File: config.mk
export PLATFORM = sky130hd
export DESIGN_NAME = macrec_lookup
export DESIGN_NICKNAME = d
export VERILOG_FILES = /design/src/rtl/macrec_pkg.sv /design/src/rtl/macrec_hash.sv /design/src/rtl/macrec_slot_eval.sv /design/src/rtl/macrec_ctrl.sv /design/src/rtl/macrec_lookup.sv
export SDC_FILE = /design/constraint.sdc
export NUM_CORES = 1
export LEC_CHECK = 0
export ABC_AREA = 1
export BUFFER_PORTS_ARGS = -buffer_cell sky130_fd_sc_hd__clkbuf_2
export CAP_MARGIN = 0
export CORE_MARGIN = 4
export CORE_UTILIZATION = 48
export DETAILED_ROUTE_END_ITERATION = 8
export PLACE_DENSITY_LB_ADDON = 0.3
export SLEW_MARGIN = 20
export SYNTH_ARGS = -nofsm -noshare
export SYNTH_HDL_FRONTEND = slang
export SYNTH_SLANG_ARGS = --single-unit
File: constraint.sdc
create_clock -name clk -period 2.3 [get_ports clk]
set_input_delay 0.575 -clock clk [delete_from_list [all_inputs] [get_ports clk]]
set_output_delay 0.575 -clock clk [all_outputs]
set_load 0.02 [all_outputs]
File: src/rtl/macrec_pkg.sv
package macrec_pkg;

  typedef enum logic [1:0] {
    ST_IDLE  = 2'd0,
    ST_FETCH = 2'd1,
    ST_EVAL  = 2'd2
  } macrec_state_e;

  typedef struct packed {
    logic match;
    logic hit;
    logic accept;
  } macrec_verdict_t;

endpackage

File: src/rtl/macrec_hash.sv
module macrec_hash #(
  parameter int ADDR_W = 48,
  parameter int IDX_W  = 8
) (
  input  logic [ADDR_W-1:0] addr,
  input  logic              sel,
  output logic [IDX_W-1:0]  idx
);

  logic [IDX_W-1:0] folded;
  logic [IDX_W-1:0] low_bits;

  // XOR-fold: every address bit lands on index bit (i mod IDX_W)
  always_comb begin
    folded = '0;
    for (int i = 0; i < ADDR_W; i++) begin
      folded[i % IDX_W] = folded[i % IDX_W] ^ addr[i];
    end
  end

  generate
    if (ADDR_W >= IDX_W) begin : g_low_direct
      assign low_bits = addr[IDX_W-1:0];
    end else begin : g_low_pad
      assign low_bits = {{(IDX_W-ADDR_W){1'b0}}, addr};
    end
  endgenerate

  assign idx = sel ? low_bits : folded;

endmodule

File: src/rtl/macrec_slot_eval.sv
module macrec_slot_eval #(
  parameter int ADDR_W = 48
) (
  input  logic [ADDR_W-1:0] key,
  input  logic              slot_valid,
  input  logic              slot_skip,
  input  logic              slot_recv,
  input  logic [ADDR_W-1:0] slot_addr,
  output logic              is_match,
  output logic              is_free,
  output logic              recv_flag
);

  logic addr_eq;

  assign addr_eq   = (slot_addr == key);
  assign is_match  = slot_valid & ~slot_skip & addr_eq;
  assign is_free   = ~slot_valid;
  assign recv_flag = slot_recv;

endmodule

File: src/rtl/macrec_ctrl.sv
module macrec_ctrl
  import macrec_pkg::*;
#(
  parameter int ADDR_W = 48,
  parameter int IDX_W  = 8,
  parameter int HOP_W  = 4
) (
  input  logic              clk,
  input  logic              rst_n,
  input  logic              req_valid,
  input  logic [ADDR_W-1:0] req_addr,
  input  logic [IDX_W-1:0]  start_idx,
  input  logic              cfg_default_hit,
  input  logic              cfg_promisc,
  input  logic [HOP_W-1:0]  cfg_hop_limit,
  input  logic              ent_match,
  input  logic              ent_free,
  input  logic              ent_recv,
  output logic [ADDR_W-1:0] key,
  output logic              busy,
  output logic              tbl_rd_en,
  output logic [IDX_W-1:0]  tbl_rd_idx,
  output logic              done,
  output logic              res_match,
  output logic              res_hit,
  output logic              res_accept,
  output logic [IDX_W-1:0]  res_idx
);

  localparam logic [HOP_W-1:0] HOP_ONE = HOP_W'(1);
  localparam logic [IDX_W-1:0] IDX_ONE = IDX_W'(1);

  macrec_state_e   state_q, state_d;
  logic [IDX_W-1:0] idx_q, idx_d;
  logic [HOP_W-1:0] hops_q, hops_d;
  logic [HOP_W-1:0] lim_q;
  logic [ADDR_W-1:0] key_q;
  logic             dflt_q, prom_q;
  logic             take_req, probe_step, finish, last_probe;

  macrec_verdict_t  verd_q, verd_d;
  logic [IDX_W-1:0] ridx_q;
  logic             done_q;

  assign last_probe = (hops_q == (lim_q - HOP_ONE));

  // next-state logic
  always_comb begin
    state_d    = state_q;
    idx_d      = idx_q;
    hops_d     = hops_q;
    take_req   = 1'b0;
    probe_step = 1'b0;
    finish     = 1'b0;
    unique case (state_q)
      ST_IDLE: begin
        if (req_valid) begin
          take_req = 1'b1;
          state_d  = ST_FETCH;
          idx_d    = start_idx;
          hops_d   = '0;
        end
      end
      ST_FETCH: state_d = ST_EVAL;
      ST_EVAL: begin
        if (ent_match || ent_free || last_probe) begin
          finish  = 1'b1;
          state_d = ST_IDLE;
        end else begin
          probe_step = 1'b1;
          idx_d      = idx_q + IDX_ONE;
          hops_d     = hops_q + HOP_ONE;
          state_d    = ST_FETCH;
        end
      end
      default: state_d = ST_IDLE;
    endcase
  end

  always_comb begin
    verd_d.match  = ent_match;
    verd_d.hit    = ent_match ? ent_recv : dflt_q;
    verd_d.accept = verd_d.hit | prom_q;
  end

  // control registers
  always_ff @(posedge clk or negedge rst_n) begin
    if (!rst_n) begin
      state_q <= ST_IDLE;
      done_q  <= 1'b0;
    end else begin
      state_q <= state_d;
      done_q  <= finish;
    end
  end

  // result registers
  always_ff @(posedge clk or negedge rst_n) begin
    if (!rst_n) begin
      verd_q <= '0;
      ridx_q <= '0;
    end else if (finish) begin
      verd_q <= verd_d;
      ridx_q <= idx_q;
    end
  end

  // walk position
  always_ff @(posedge clk) begin
    if (take_req || probe_step) begin
      idx_q  <= idx_d;
      hops_q <= hops_d;
    end
  end

  // request context sampled at acceptance
  always_ff @(posedge clk) begin
    if (take_req) begin
      key_q  <= req_addr;
      lim_q  <= cfg_hop_limit;
      dflt_q <= cfg_default_hit;
      prom_q <= cfg_promisc;
    end
  end

  assign key        = key_q;
  assign busy       = (state_q != ST_IDLE);
  assign tbl_rd_en  = (state_q == ST_FETCH);
  assign tbl_rd_idx = idx_q;
  assign done       = done_q;
  assign res_match  = verd_q.match;
  assign res_hit    = verd_q.hit;
  assign res_accept = verd_q.accept;
  assign res_idx    = ridx_q;

endmodule

File: src/rtl/macrec_lookup.sv
module macrec_lookup #(
  parameter int ADDR_W = 48,
  parameter int IDX_W  = 8,
  parameter int HOP_W  = 4
) (
  input  logic              clk,
  input  logic              rst_n,
  input  logic              req_valid,
  input  logic [ADDR_W-1:0] req_addr,
  input  logic              cfg_hash_sel,
  input  logic              cfg_default_hit,
  input  logic              cfg_promisc,
  input  logic [HOP_W-1:0]  cfg_hop_limit,
  output logic              busy,
  output logic              tbl_rd_en,
  output logic [IDX_W-1:0]  tbl_rd_idx,
  input  logic              tbl_rd_valid,
  input  logic              tbl_rd_skip,
  input  logic              tbl_rd_recv,
  input  logic [ADDR_W-1:0] tbl_rd_addr,
  output logic              done,
  output logic              res_match,
  output logic              res_hit,
  output logic              res_accept,
  output logic [IDX_W-1:0]  res_idx
);

  logic [IDX_W-1:0]  start_idx;
  logic [ADDR_W-1:0] key;
  logic              ent_match, ent_free, ent_recv;

  macrec_hash #(.ADDR_W(ADDR_W), .IDX_W(IDX_W)) u_hash (
    .addr (req_addr),
    .sel  (cfg_hash_sel),
    .idx  (start_idx)
  );

  macrec_slot_eval #(.ADDR_W(ADDR_W)) u_eval (
    .key        (key),
    .slot_valid (tbl_rd_valid),
    .slot_skip  (tbl_rd_skip),
    .slot_recv  (tbl_rd_recv),
    .slot_addr  (tbl_rd_addr),
    .is_match   (ent_match),
    .is_free    (ent_free),
    .recv_flag  (ent_recv)
  );

  macrec_ctrl #(.ADDR_W(ADDR_W), .IDX_W(IDX_W), .HOP_W(HOP_W)) u_ctrl (
    .clk             (clk),
    .rst_n           (rst_n),
    .req_valid       (req_valid),
    .req_addr        (req_addr),
    .start_idx       (start_idx),
    .cfg_default_hit (cfg_default_hit),
    .cfg_promisc     (cfg_promisc),
    .cfg_hop_limit   (cfg_hop_limit),
    .ent_match       (ent_match),
    .ent_free        (ent_free),
    .ent_recv        (ent_recv),
    .key             (key),
    .busy            (busy),
    .tbl_rd_en       (tbl_rd_en),
    .tbl_rd_idx      (tbl_rd_idx),
    .done            (done),
    .res_match       (res_match),
    .res_hit         (res_hit),
    .res_accept      (res_accept),
    .res_idx         (res_idx)
  );

endmodule

## Word-level counts from Yosys, hierarchy flattened

Cells that the tools add are included.

- Flip-flop bits (word level): 80
- Input port bits: 109

- Add/sub/neg operators: 3
- Equal/unequal tests: 6
- Reductions and logical operators: 7
- Bitwise operators: 45
- Mux-type cells: 17

Operators by type and width:

| kind | number |
|---|---|
| $eq A48 B48 Y1 | 1 |
| $xor A1 B1 Y1 | 40 |
| $mux W8 | 3 |
| $pmux W8 S2 | 1 |
| $add A8 B1 Y8 const B | 1 |
| $mux W1 | 8 |
| $mux W4 | 2 |
| $pmux W4 S2 | 1 |
| $pmux W2 S3 | 1 |
| $add A4 B1 Y4 const B | 1 |
| $eq A4 B4 Y1 | 1 |
| $ne A2 B2 Y1 const B | 2 |
| $reduce_and A4 Y1 | 1 |
| $reduce_bool A2 Y1 | 2 |
| $sub A4 B1 Y4 const B | 1 |
| $logic_or A1 B1 Y1 | 3 |
| $and A1 B1 Y1 | 2 |
| $eq A2 B1 Y1 const B | 1 |
| $eq A2 B2 Y1 const B | 1 |
| $logic_not A2 Y1 | 1 |
| $mux W2 | 1 |
| $not A1 Y1 | 2 |
| $or A1 B1 Y1 | 1 |

## Depth between registers and ports, before layout

- Word-level depth: 9
- Mapped depth: 14
- Mapped depth without buffers: 14

## By module

A second synthesis with hierarchy kept.

- Cell total of the unflattened synthesis: 672
- Area total of the unflattened synthesis: 4,867.2 µm²

Modules (own cells, without submodules):

| module | sequential area each (µm²) | area each (µm²) | cells an instance | instances |
|---|---|---|---|---|
| macrec_ctrl | 2,332.2 | 2,995.4 | 216 | 1 |
| macrec_hash | 0.0 | 973.4 | 242 | 1 |
| macrec_slot_eval | 0.0 | 898.4 | 214 | 1 |

## Worst setup path after synthesis

Ideal clock, no wire load.

- Path kind: reg-to-reg
- From: reg u_ctrl.lim_q[0]
- To: reg u_ctrl.hops_q[0] (enable)
- Data required time: 1.918 ns
- Buffers on the path: 0
- Path slack: 0.022 ns
- Library setup time: 0.382 ns
- Cell stages (with the launch flop): 9
- Arrival time: 1.896 ns
- Cell sequence: edfxtp_1 > inv_1 > ha_1 > or2_2 > nand4_1 > nor3_1 > nor2_1 > nand2_2 > o21ai_1

- Cells in the longest elaborated chain, start to end: 7
- Elaborated cells on any way between the ends: 8
- Classes of those cells: add/sub (1); eq/ne (2); mux (2); reduce/logical (3)

Ends and longest elaborated chain:

| element | RTL line | RTL |
|---|---|---|
| start: declaration | macrec_ctrl.sv:36 | `logic [HOP_W-1:0] lim_q;` |
| start signal: assignment | macrec_ctrl.sv:120 | `lim_q <= cfg_hop_limit;` |
| $sub A4 B1 Y4 * | macrec_ctrl.sv:45 | `assign last_probe = (hops_q == (lim_q - HOP_ONE));` |
| $eq A4 B4 Y1 * | macrec_ctrl.sv:45 |  |
| $logic_or A1 B1 Y1 * | macrec_ctrl.sv:66 | `if (ent_match \|\| ent_free \|\| last_probe) begin` |
| $mux W1 | macrec_ctrl.sv:66 |  |
| $mux W1 | macrec_ctrl.sv:55 | `unique case (state_q)` |
| $logic_or A1 B1 Y1 | macrec_ctrl.sv:110 | `if (take_req \|\| probe_step) begin` |
| $reduce_and A4 Y1 (no source line) * | - |  |
| end signal: assignment | macrec_ctrl.sv:112 | `hops_q <= hops_d;` |
| end: declaration | macrec_ctrl.sv:35 | `logic [HOP_W-1:0] hops_q, hops_d;` |

Mark *: on every way between the ends. The rest lies on a longest branch, timed or not.
A chain may end at the register's enable or synchronous reset.

## Final worst setup path

- From: reg u_ctrl.lim_q[0]
- To: reg u_ctrl.hops_q[3] (enable)

The elaborated chain is that of the path after synthesis.

==> results.ini <==
[final_layout]
nets = 909
layout_commonest_cell = nand2_1
antennaDiodeCount = 0
drive_above_1_share = 0.258
final_cell_mix = nand2_1 (231), clkbuf_2 (130), inv_1 (116)
stdcell_count = 935
area_growth_pct = 28.9

[placement]
dpl.cell_count = 919
portBuffers = 130
post-dp-hpwl_um = 10600
gp_congestion = 0.891

[yosys]
syn-cell-area_sq_mm = 0.00475
synth_seq_cells = 80
ys_seq_area_frac = 0.491
syn-num-nets = 725
ys_types = 27
avgSynthCellArea_sq_um = 7.75
yosysWarningCount = 0
synth_cells = 613

[floorplan]
die_w_um = 108
die_h_um = 108
initial_utilization = 0.488
dieArea_sq_mm = 0.0116
core_sq_mm = 0.00973
num_rows = 36
ioPinCount = 131

[global_routing]
gr-total-overflow = 0
grt_max_degree = 50
grt_pass1_vias = 4351
grt_pass1_wl_um = 20300
grt.total_usage = 0.231
antenna_found_initial = 0

[job]
drv_cap = 0

[worst_setup_path]
crit_chain = inv_1, ha_1, or2_2, nand4_1, nor3_1, nor2_1, nand2_2, o21ai_4
cp_top_family = simple AND/OR/NAND/NOR gates
setup.worst_path.start_class = flop
reg2reg_slack_ns = 0.27
path_depth = 8
r2r-start = u_ctrl.lim_q[0]
cp.required_ns = 2.32
cp.arrival_ns = 2.05
critPathMaxStageDelay_ns = 0.36
rr_worst_depth = 8
worst-path-buf-inv = 1
timing.rr.end = u_ctrl.hops_q[3]
slowest_stage = o21ai_4
worstSetupPathType = flop to flop
endpoint_kind = flop
crit_fanout = 12

[sta]
tightestPinTransition_ns = 0.422
hold_slack_ns = 0.106
setup_tns_ns = 0
period_share = 0.884
rsz0062_at_grt = no
period_minus_slack_ns = 2.03
fmax_mhz = 492
hold_viol_final = 0
slew_headroom = 0.718
slew_violations = 0
clock_skew_ns = 0.00914
setup_viol = 0

[route]
wl_met3_um = 746
detail-route-antenna-nets = 0
vias = 4314
drtPass1Iterations = 4
wl_um = 12900
drtIter0Drc = 179
top_layer_used = met4
viasPerCell = 4.61
route.met2.wl_um = 6450
drc_errors = 0
wl_per_cell_um = 13.8
wl_met1_um = 5440

[clocking]
htreeDepth = 3
cts-root-buf = clkbuf_8
clkTransAtPathRegs_ns = 0.09
tritoncts = built
cts_buffer_depth = 2
numCtsBuffers = 9
cts-hold-fix-buffers = 0
post_cts_buffers = 0
clk_latency_ns = 0.36
cts.sinks = 80

[status]
status = finished clean

[power]
p_sw_uw = 2190
p_seq_frac = 0.421
p_int_uw = 3470
clkPwrFrac = 0.193
leakagePower_uw = 0.00331
ir_drop_uv = 810
combinationalPowerShare = 0.386
power_density_mw_per_mm2 = 924
power.share.switching = 0.386

[min_path]
worstHoldPathType = input pin to async pin

-- sequential cells by signal (all words and copies together), names as in the netlist --
| name | flops |
|---|---|
| u_ctrl.hops_q | 4 |
| u_ctrl.done | 1 |
| u_ctrl.key | 48 |
| u_ctrl.res_match | 1 |
| u_ctrl.dflt_q | 1 |
| u_ctrl.prom_q | 1 |
| u_ctrl.res_hit | 1 |
| u_ctrl.state_q | 2 |
| u_ctrl.tbl_rd_idx | 8 |
| u_ctrl.res_idx | 8 |
| u_ctrl.res_accept | 1 |
| u_ctrl.lim_q | 4 |
-- worst reg2reg max path: stages (launching register included) --
cell and delay [ns]:
edfxtp_1 0.35, inv_1 0.05, ha_1 0.30, or2_2 0.28
nand4_1 0.08, nor3_1 0.07, nor2_1 0.11, nand2_2 0.09
o21ai_4 0.36
-- worst max-delay path by stage --
stage | startpoint | endpoint | slack [ns]
after CTS | u_ctrl.lim_q[0] | u_ctrl.hops_q[3] | 0.09
after floorplan | u_ctrl.lim_q[0] | u_ctrl.hops_q[0] | 0.02
after global routing | u_ctrl.lim_q[0] | u_ctrl.res_idx[2] | 0.07
after detailed placement | tbl_rd_addr[6] | u_ctrl.tbl_rd_idx[1] | -0.22
after global placement | tbl_rd_addr[36] | u_ctrl.hops_q[0] | -0.15
final | u_ctrl.lim_q[0] | u_ctrl.hops_q[3] | 0.27
-- final cells by class --
type / instances / area [sq um]
Sequential cell: 80 / 2330
Fill cell: 896 / 3600
Tap cell: 133 / 166
Timing Repair Buffer: 176 / 1010
Clock buffer: 12 / 178
Inverter: 120 / 450
Clock inverter: 4 / 28.8
Multi-Input combinational cell: 410 / 1960
-- power groups by stage --
stage               sequential, uW  combinational, uW  clock [uW]
floorplan                     2540               1170           0
global placement              2410               2130           0
detailed placement            2420               2180           0
CTS                           2390               2200        1110
global route                  2440               2460        1180
finish                        2380               2190        1090
-- cell usage after synthesis (all sizes together) --
cell    number  area, sq um
nor4         1         6.26
inv        120          450
xor2        19          166
nor3         3         20.0
xnor2       31          272
o21ai       25          144
o211ai       5         37.5
dfrtp       14          350
a21oi        4         20.0
ha           3         37.5
nand4        6         37.5
or2          3         18.8
a21o         1         7.51
nor2        68          255
nand2      233          885
o31ai        1         7.51
clkbuf       1         3.75
nand3        7         35.0
buf          2         16.3
edfxtp      66         1980
-- repair_timing --
item	CTS	global route
resized for setup	1	1
gates cloned	0	0
setup endpoints to repair	12	12
-- kinds of logic after synthesis --
group / share of synthesized area
buf+inv: 0.0990
flops: 0.491
xor+xnor: 0.0922
fa+ha+maj: 0.00790
compound gates: 0.0456
simple gates: 0.265
-- metrics by stage --
step	power, uW	utilization	worst slack (ns)	cell area (sq um)
after CTS	5700	0.629	0.0928	6120
after floorplan	3710	-	0.0218	4750
after detailed placement	4600	0.607	-0.217	5910
after global routing	6080	0.630	0.0743	6120
final	5660	0.630	0.268	6120
after global placement	4540	0.607	-0.147	5910
-- metal layers --
layer,vias to the layer above,track usage
li1,2237,-
met1,1944,0.292
met2,114,0.404
met3,19,0.0396
met4,0,0.0703
met5,-,0
No activity file was read; power rests on OpenSTA's default activity.
